--- src/rtl/ddr_init_pkg.sv ---
package ddr_init_pkg;

  localparam int ADDR_W = 13;
  localparam int BA_W   = 2;

  // {cs_n, ras_n, cas_n, we_n}
  typedef enum logic [3:0] {
    CMD_LMR = 4'b0000,
    CMD_REF = 4'b0001,
    CMD_PRE = 4'b0010,
    CMD_NOP = 4'b0111
  } ddr_cmd_e;

  // order is the bring-up order; the sequencer advances by increment
  typedef enum logic [3:0] {
    ST_PWR   = 4'd0,
    ST_CKE   = 4'd1,
    ST_PRE1  = 4'd2,
    ST_EMR   = 4'd3,
    ST_MRDLL = 4'd4,
    ST_PRE2  = 4'd5,
    ST_REF1  = 4'd6,
    ST_REF2  = 4'd7,
    ST_MRRUN = 4'd8,
    ST_HOLD  = 4'd9,
    ST_DONE  = 4'd10
  } init_step_e;

  typedef struct packed {
    ddr_cmd_e          cmd;
    logic [BA_W-1:0]   ba;
    logic [ADDR_W-1:0] addr;
  } cmd_word_t;

  function automatic int ns_to_cyc(input int ns, input int mhz);
    return (ns * mhz + 999) / 1000;
  endfunction

  function automatic int at_least2(input int v);
    return (v < 2) ? 2 : v;
  endfunction

endpackage

--- src/rtl/ddr_wait_timer.sv ---
module ddr_wait_timer #(
  parameter int CNT_W   = 16,
  parameter int RST_VAL = 100
)(
  input  logic             clk,
  input  logic             rst,
  input  logic             load,
  input  logic [CNT_W-1:0] load_val,
  output logic             expired
);

  logic [CNT_W-1:0] cnt;

  always_ff @(posedge clk) begin
    if (rst)             cnt <= CNT_W'(RST_VAL);
    else if (load)       cnt <= load_val;
    else if (cnt != '0)  cnt <= cnt - 1'b1;
  end

  assign expired = (cnt == '0);


  no_underflow_chk: assert property (@(posedge clk) disable iff (rst)
    (expired && !load) |=> expired);


  count_down_chk: assert property (@(posedge clk) disable iff (rst)
    (!expired && !load) |=> (cnt == $past(cnt) - 1'b1));

endmodule

--- src/rtl/ddr_dll_timer.sv ---
module ddr_dll_timer #(
  parameter int LOCK_CYC = 200
)(
  input  logic clk,
  input  logic rst,
  input  logic start,
  output logic locked
);

  localparam int LW = $clog2(LOCK_CYC + 1);

  logic [LW-1:0] cnt;
  logic          armed;

  always_ff @(posedge clk) begin
    if (rst) begin
      cnt   <= '0;
      armed <= 1'b0;
    end else if (start) begin
      cnt   <= LW'(LOCK_CYC);
      armed <= 1'b1;
    end else if (cnt != '0) begin
      cnt <= cnt - 1'b1;
    end
  end

  assign locked = armed && (cnt == '0);


  lock_sticky_chk: assert property (@(posedge clk) disable iff (rst)
    (locked && !start) |=> locked);


  start_unlocks_chk: assert property (@(posedge clk) disable iff (rst)
    start |=> !locked);

endmodule

--- src/rtl/ddr_cmd_drive.sv ---
module ddr_cmd_drive import ddr_init_pkg::*; (
  input  logic              clk,
  input  logic              rst,
  input  logic              cke_en,
  input  cmd_word_t         word,
  output logic              cke,
  output logic              cs_n,
  output logic              ras_n,
  output logic              cas_n,
  output logic              we_n,
  output logic [BA_W-1:0]   ba,
  output logic [ADDR_W-1:0] addr
);

  always_ff @(posedge clk) begin
    if (rst) begin
      cke   <= 1'b0;
      cs_n  <= 1'b0;
      ras_n <= 1'b1;
      cas_n <= 1'b1;
      we_n  <= 1'b1;
      ba    <= '0;
      addr  <= '0;
    end else begin
      cke                       <= cke_en;
      {cs_n, ras_n, cas_n, we_n} <= word.cmd;
      ba                        <= word.ba;
      addr                      <= word.addr;
    end
  end


  cke_low_nop_chk: assert property (@(posedge clk) disable iff (rst)
    !cke |-> ({cs_n, ras_n, cas_n, we_n} == CMD_NOP));


  pre_all_banks_chk: assert property (@(posedge clk) disable iff (rst)
    ({cs_n, ras_n, cas_n, we_n} == CMD_PRE) |-> addr[10]);


  cke_no_drop_chk: assert property (@(posedge clk) disable iff (rst)
    cke |=> cke);

endmodule

--- src/rtl/ddr_init_seq.sv ---
module ddr_init_seq import ddr_init_pkg::*; #(
  parameter int                CLK_MHZ      = 200,
  parameter int                PWRUP_US     = 200,
  parameter int                TRP_NS       = 15,
  parameter int                TRFC_NS      = 75,
  parameter int                TMRD_CYC     = 2,
  parameter int                DLL_LOCK_CYC = 200,
  parameter int                DLL_RST_BIT  = 8,
  parameter logic [ADDR_W-1:0] MR_VAL       = 13'h032,
  parameter logic [ADDR_W-1:0] EMR_VAL      = 13'h000
)(
  input  logic              clk,
  input  logic              rst,
  output logic              cke,
  output logic              cs_n,
  output logic              ras_n,
  output logic              cas_n,
  output logic              we_n,
  output logic [BA_W-1:0]   ba,
  output logic [ADDR_W-1:0] addr,
  output logic              init_done
);

  localparam int PWR_CYC = CLK_MHZ * PWRUP_US;
  localparam int RP_CYC  = at_least2(ns_to_cyc(TRP_NS, CLK_MHZ));
  localparam int RFC_CYC = at_least2(ns_to_cyc(TRFC_NS, CLK_MHZ));
  localparam int MRD_CYC = at_least2(TMRD_CYC);
  localparam int CNT_W   = $clog2(PWR_CYC + RFC_CYC + RP_CYC + MRD_CYC + 1);

  localparam logic [ADDR_W-1:0] DLL_MASK = ADDR_W'(1) << DLL_RST_BIT;
  localparam logic [ADDR_W-1:0] PRE_ALL  = ADDR_W'(1) << 10;
  localparam logic [ADDR_W-1:0] MR_RESET = MR_VAL | DLL_MASK;
  localparam logic [ADDR_W-1:0] MR_RUN   = MR_VAL & ~DLL_MASK;

  init_step_e       step;
  logic             issued;
  logic             adv;
  logic             ld;
  logic [CNT_W-1:0] ld_val;
  logic             expired;
  logic             dll_start;
  logic             dll_locked;
  cmd_word_t        word;

  function automatic logic is_cmd_step(input init_step_e s);
    return (s != ST_PWR) && (s != ST_HOLD) && (s != ST_DONE);
  endfunction

  function automatic cmd_word_t word_of(input init_step_e s);
    cmd_word_t w;
    w = '{cmd: CMD_NOP, ba: '0, addr: '0};
    case (s)
      ST_PRE1, ST_PRE2: w = '{cmd: CMD_PRE, ba: '0,     addr: PRE_ALL};
      ST_EMR:           w = '{cmd: CMD_LMR, ba: 2'b01,  addr: EMR_VAL};
      ST_MRDLL:         w = '{cmd: CMD_LMR, ba: 2'b00,  addr: MR_RESET};
      ST_REF1, ST_REF2: w = '{cmd: CMD_REF, ba: '0,     addr: '0};
      ST_MRRUN:         w = '{cmd: CMD_LMR, ba: 2'b00,  addr: MR_RUN};
      default:          w = '{cmd: CMD_NOP, ba: '0,     addr: '0};
    endcase
    return w;
  endfunction

  // spacing to the next step, minus the two cycles the handshake adds
  function automatic logic [CNT_W-1:0] hold_of(input init_step_e s);
    int g;
    case (s)
      ST_PRE1, ST_PRE2:          g = RP_CYC;
      ST_EMR, ST_MRDLL, ST_MRRUN: g = MRD_CYC;
      ST_REF1, ST_REF2:          g = RFC_CYC;
      default:                   g = 2;
    endcase
    return CNT_W'(g - 2);
  endfunction

  always_comb begin
    word      = word_of(ST_PWR);
    ld        = 1'b0;
    ld_val    = '0;
    dll_start = 1'b0;
    adv       = 1'b0;
    if (step == ST_PWR) begin
      adv = expired;
    end else if (step == ST_HOLD) begin
      adv = dll_locked;
    end else if (is_cmd_step(step)) begin
      if (!issued) begin
        word      = word_of(step);
        ld        = 1'b1;
        ld_val    = hold_of(step);
        dll_start = (step == ST_MRDLL);
      end else begin
        adv = expired;
      end
    end
  end

  always_ff @(posedge clk) begin
    if (rst) begin
      step      <= ST_PWR;
      issued    <= 1'b1;
      init_done <= 1'b0;
    end else begin
      init_done <= (step == ST_DONE);
      if (adv) begin
        step   <= init_step_e'(step + 4'd1);
        issued <= 1'b0;
      end else if (is_cmd_step(step)) begin
        issued <= 1'b1;
      end
    end
  end

  ddr_wait_timer #(
    .CNT_W   (CNT_W),
    .RST_VAL (PWR_CYC - 1)
  ) u_wait (
    .clk      (clk),
    .rst      (rst),
    .load     (ld),
    .load_val (ld_val),
    .expired  (expired)
  );

  ddr_dll_timer #(
    .LOCK_CYC (DLL_LOCK_CYC)
  ) u_dll (
    .clk    (clk),
    .rst    (rst),
    .start  (dll_start),
    .locked (dll_locked)
  );

  ddr_cmd_drive u_drive (
    .clk    (clk),
    .rst    (rst),
    .cke_en (step != ST_PWR),
    .word   (word),
    .cke    (cke),
    .cs_n   (cs_n),
    .ras_n  (ras_n),
    .cas_n  (cas_n),
    .we_n   (we_n),
    .ba     (ba),
    .addr   (addr)
  );


  done_sticky_chk: assert property (@(posedge clk) disable iff (rst)
    init_done |=> init_done);


  done_after_lock_chk: assert property (@(posedge clk) disable iff (rst)
    init_done |-> dll_locked);


  done_quiet_chk: assert property (@(posedge clk) disable iff (rst)
    init_done |-> (cke && {cs_n, ras_n, cas_n, we_n} == CMD_NOP));


  wait_before_cke_chk: assert property (@(posedge clk) disable iff (rst)
    (step == ST_PWR) |=> !cke);


  dll_start_once_chk: assert property (@(posedge clk) disable iff (rst)
    dll_start |=> !dll_start);

endmodule

--- config.mk ---
export PLATFORM = sky130hd
export DESIGN_NAME = ddr_init_seq
export DESIGN_NICKNAME = d
export VERILOG_FILES = /design/src/rtl/ddr_init_pkg.sv /design/src/rtl/ddr_wait_timer.sv /design/src/rtl/ddr_dll_timer.sv /design/src/rtl/ddr_cmd_drive.sv /design/src/rtl/ddr_init_seq.sv
export SDC_FILE = /design/constraint.sdc
export NUM_CORES = 1
export LEC_CHECK = 0
export BUFFER_PORTS_ARGS = -buffer_cell sky130_fd_sc_hd__buf_4
export CELL_PAD_IN_SITES_DETAIL_PLACEMENT = 0
export CELL_PAD_IN_SITES_GLOBAL_PLACEMENT = 1
export CORE_ASPECT_RATIO = 1.5
export CORE_MARGIN = 4
export CORE_UTILIZATION = 30
export CTS_CLUSTER_DIAMETER = 40
export DETAILED_ROUTE_END_ITERATION = 10
export HOLD_SLACK_MARGIN = 0.08
export PLACE_DENSITY_LB_ADDON = 0.1
export SLEW_MARGIN = 20
export SYNTH_ARGS = -nofsm -noshare
export SYNTH_HDL_FRONTEND = slang
export SYNTH_SLANG_ARGS = --single-unit
--- constraint.sdc ---
create_clock -name clk -period 6.09 [get_ports clk]
set_clock_uncertainty 0.15 [all_clocks]
set_input_delay 0.609 -clock clk [delete_from_list [all_inputs] [get_ports clk]]
set_output_delay 0.609 -clock clk [all_outputs]
set_load 0.05 [all_outputs]
==> parameters.txt <==
Parameter                              Value

Status
  Status    complete, no violations

Pwr
  Leakage power    0.863 nW
  Total internal power    0.464 mW
  Switching Power    0.200 mW
  Worst IR Drop VDD    0.0000879 V
  Relative contribution of the clock network to total power    33.3%
  Fraction of power consumed by sequential logic    44.6%
  Switching part of the total power    30.2%
  Combinational fraction of design power    22.2%
  PD cells    292 nW/um^2

STA
  Final Max Slew Viols    0
  RSZ-0062 raised after global routing    false
  Crit share post-route    38.6%
  Number of failing hold endpoints at the final stage    0
  Post-layout minimum cycle time    2350 ps
  Worst Tran Pin Value    899 ps
  Sum Neg Setup Slack    0 ps
  Headroom to the max-slew limit    40.0%
  Worst hold margin    348 ps
  Final setup violating endpoints    0
  Achievable Freq    425 MHz

Die
  Die width    75.8 microns
  Number of top-level design ports    23
  Starting utilization of the core area    31.4%
  Vert. Die Dim    110 microns
  Standard-cell row count    36
  Die area    8310 sq um
  Area of the core region    6580 sq um

Critical path
  Crit Reg-Reg Endpoint    u_drive.addr[5]
  Cell family with most CP delay    compound AO/OA/AOI/OAI gates
  Origin of the worst setup path    step[0]
  Register-to-register setup slack    3740 ps
  Critical path's slowest cell    sky130_fd_sc_hd__o21bai_1
  Startpoint of the most critical register-to-register path    step[0]
  Most frequent cell on the critical path    sky130_fd_sc_hd__o21bai_1
  Setup CP Type    reg -> reg
  Cell depth of the worst flop-to-flop path    6
  WP data arrival    2400 ps
  Slowest cell delay on critical path    730 ps
  Critical Path RT    6140 ps
  Worst path buffer plus inverter count    1
  Cells traversed along the worst timing path    inv_1, ha_1, o21bai_1, o21bai_1, nor2_1, and3_1
  Maximum fanout count along the critical path    12
  Type of element capturing the critical path    flip-flop
  CP Launch Type    flip-flop

Place
  Detailed placer's ending HPWL    3610 microns
  Weighted congestion reported at the end of routability-driven placement    0.785
  Count of port buffers added during placement    12

Detailed routing
  Via count normalized by instance count    5.30
  Detailed-route via count    1,655
  DRC violation count after routing    0
  Remaining antenna violation count after routing    0
  WL/cell    15.7 microns
  Sum of routed wire length over all layers    4890 microns
  Number of optimization iterations in the first detailed-route pass    4
  1st-iter DRT viols    44

Cells and area
  Antenna Diode Count    0
  Final nets    243
  Area growth from synthesis to layout    9.99%
  Ratio of cells with drive above 1 in the final layout    14.4%

Synth
  Top-area cell type share of the netlist area    37.8%
  Sequential-to-total area share from yosys stat    37.8%
  Number of flops mapped to enable cells by yosys    0
  Proportion of register bits with asynchronous set or reset after synthesis    0%
  Mean Syn Cell Area    9.06 sq um
  Most common cell in the synthesized netlist    sky130_fd_sc_hd__dfxtp_1
  Post-synth design cell area    2070 sq um
  Flops & latches, synth    39
  Distinct cell type count of the synthesized netlist    58
  Yosys warning count    0
  Top cell type by total area after synthesis    sky130_fd_sc_hd__dfxtp_1
  Gate Count Post-Synth    228
  Predominant post-synthesis flop cell    sky130_fd_sc_hd__dfxtp_1
  Most area-consuming cells after synthesis    sky130_fd_sc_hd__dfxtp_1 (38%), sky130_fd_sc_hd__buf_4 (4.4%), sky130_fd_sc_hd__ha_1 (3.6%)
  Synth top cells by count    sky130_fd_sc_hd__dfxtp_1 (39), sky130_fd_sc_hd__nor2_1 (15), sky130_fd_sc_hd__buf_4 (12)

Clock tree
  Hold buffer count at cts    0
  Clock buffers created by TritonCTS    5
  Worst-case clock buffer depth    2
  H-tree depth    2
  Clock transition time at the flip-flop clock pins of the worst setup and hold paths    90 ps
  Clock sink count    39
  TritonCTS clock tree    built
  Number of instances resized during post-cts repair    0
  Clock latency of the later-clocked register in the worst-skew pair    290 ps
  Cell at the root of the clock tree    sky130_fd_sc_hd__clkbuf_8
  Setup bufs post-CTS    0

Min path
  Hold depth    2
  Class of the most critical hold timing path    reg -> reg
  Hold path start    u_dll.armed
  Hold Crit Endpoint    u_dll.armed

Global route
  Remaining Overflow, GRT    0
  Initial antenna violation count    0
  Total GRT Usage    12.9%
  Pin count of the biggest net entering global routing    27
  Vias in the first global route    1,641
  Wire length of the first global-routing pass    8170 microns

Flow run
  Max-cap violation count    0
-- layout by cell type, fill, tap and decap left out, types with 2 or more instances in the layout --
cell type / Yosys / layout
sky130_fd_sc_hd__dfxtp_1: 39 / 39
sky130_fd_sc_hd__ha_1: 6 / 6
sky130_fd_sc_hd__inv_1: 10 / 10
sky130_fd_sc_hd__nand2b_1: 4 / 4
sky130_fd_sc_hd__o21bai_1: 3 / 3
sky130_fd_sc_hd__a311o_1: 2 / 2
sky130_fd_sc_hd__clkbuf_8: 0 / 5
sky130_fd_sc_hd__or4_1: 6 / 6
sky130_fd_sc_hd__o211ai_1: 4 / 4
sky130_fd_sc_hd__nor2b_1: 5 / 5
sky130_fd_sc_hd__nand3_1: 7 / 7
sky130_fd_sc_hd__a21oi_1: 8 / 8
sky130_fd_sc_hd__conb_1: 1 / 10
sky130_fd_sc_hd__nor2_1: 15 / 15
sky130_fd_sc_hd__buf_4: 12 / 12
sky130_fd_sc_hd__nor4_1: 6 / 6
sky130_fd_sc_hd__nand2_1: 11 / 11
sky130_fd_sc_hd__nand4b_1: 2 / 2
sky130_fd_sc_hd__nor4_2: 2 / 2
sky130_fd_sc_hd__o21ai_0: 10 / 10
sky130_fd_sc_hd__nor3b_1: 3 / 3
sky130_fd_sc_hd__or3_1: 8 / 8
sky130_fd_sc_hd__and3_1: 3 / 3
sky130_fd_sc_hd__o31ai_1: 2 / 2
sky130_fd_sc_hd__nor3_1: 6 / 6
sky130_fd_sc_hd__a31oi_1: 2 / 2
sky130_fd_sc_hd__xnor2_1: 7 / 7
sky130_fd_sc_hd__mux2i_1: 6 / 6
-- cells by family after synthesis --
kind of cell / share of synthesized area (%)
buf+inv: 7.87
other cells: 0.182
xor+xnor: 3.39
flops: 37.8
fa+ha+maj: 3.63
compound gates: 15.8
simple gates: 27.7
mux: 3.63
-- final cells by class --
cell class / count / area [sq um]
fillers: 708 / 4300
repair buffers: 12 / 90.1
well taps: 76 / 95.1
multi-input cells: 167 / 1160
clock inverters: 3 / 43.8
inverters: 10 / 37.5
flip-flops and latches: 39 / 781
clock buffers: 5 / 68.8
-- state kept, by name, summed over array words and instances (netlist names) --
signal	count
u_wait.cnt	16
u_dll.cnt	8
step	4
u_drive.addr	3
init_done	1
issued	1
u_dll.armed	1
u_drive.ba	1
u_drive.cas_n	1
u_drive.cke	1
u_drive.ras_n	1
u_drive.we_n	1
-- power groups by stage --
stage / Combinational (mW) / Clock, mW / Sequential [mW]
floorplan: 0.133 / 0 / 0.296
global placement: 0.149 / 0 / 0.302
detailed placement: 0.147 / 0 / 0.302
CTS: 0.148 / 0.228 / 0.296
global route: 0.166 / 0.238 / 0.299
finish: 0.147 / 0.221 / 0.296
-- worst max-delay path by stage --
stage | endpoint | slack (ps) | cells past startpoint
floorplan | u_wait.cnt[5] | 4040 | 7
global placement | u_drive.addr[5] | 3770 | 6
detailed placement | u_drive.addr[5] | 3740 | 6
CTS | u_drive.addr[5] | 3730 | 6
global route | u_drive.addr[5] | 3430 | 6
finish | u_drive.addr[5] | 3740 | 6
-- tightest hold or removal path: cells and delay by family (launching register included) --
family	cells	cell delay (ps)
DFF	1	320
and+or+nand+nor	2	130
-- metrics by stage --
| stage | util (%) | total power, mW | cell area (sq um) | worst slack [ps] | std cells |
|---|---|---|---|---|---|
| after floorplan | - | 0.429 | 2100 | 4040 | 237 |
| final | 34.6 | 0.665 | 2270 | 3740 | 312 |
| after global routing | 34.6 | 0.704 | 2270 | 3430 | 312 |
| after detailed placement | 32.8 | 0.449 | 2160 | 3740 | 304 |
| after global placement | 32.8 | 0.451 | 2160 | 3770 | 304 |
| after CTS | 34.6 | 0.672 | 2270 | 3730 | 312 |
-- layer usage --
metal  global-route usage, %  routed length (microns)  vias up  share of wire (%)
met1                    13.9                     2000      792                 41
met3                    2.47                      130       10                2.7
li1                        -                        -      829                  -
met5                       0                        0        -                  0
met2                    23.8                     2640       24                 54
met4                    5.13                      125        0                2.6
(Power assumes the default switching activity.)
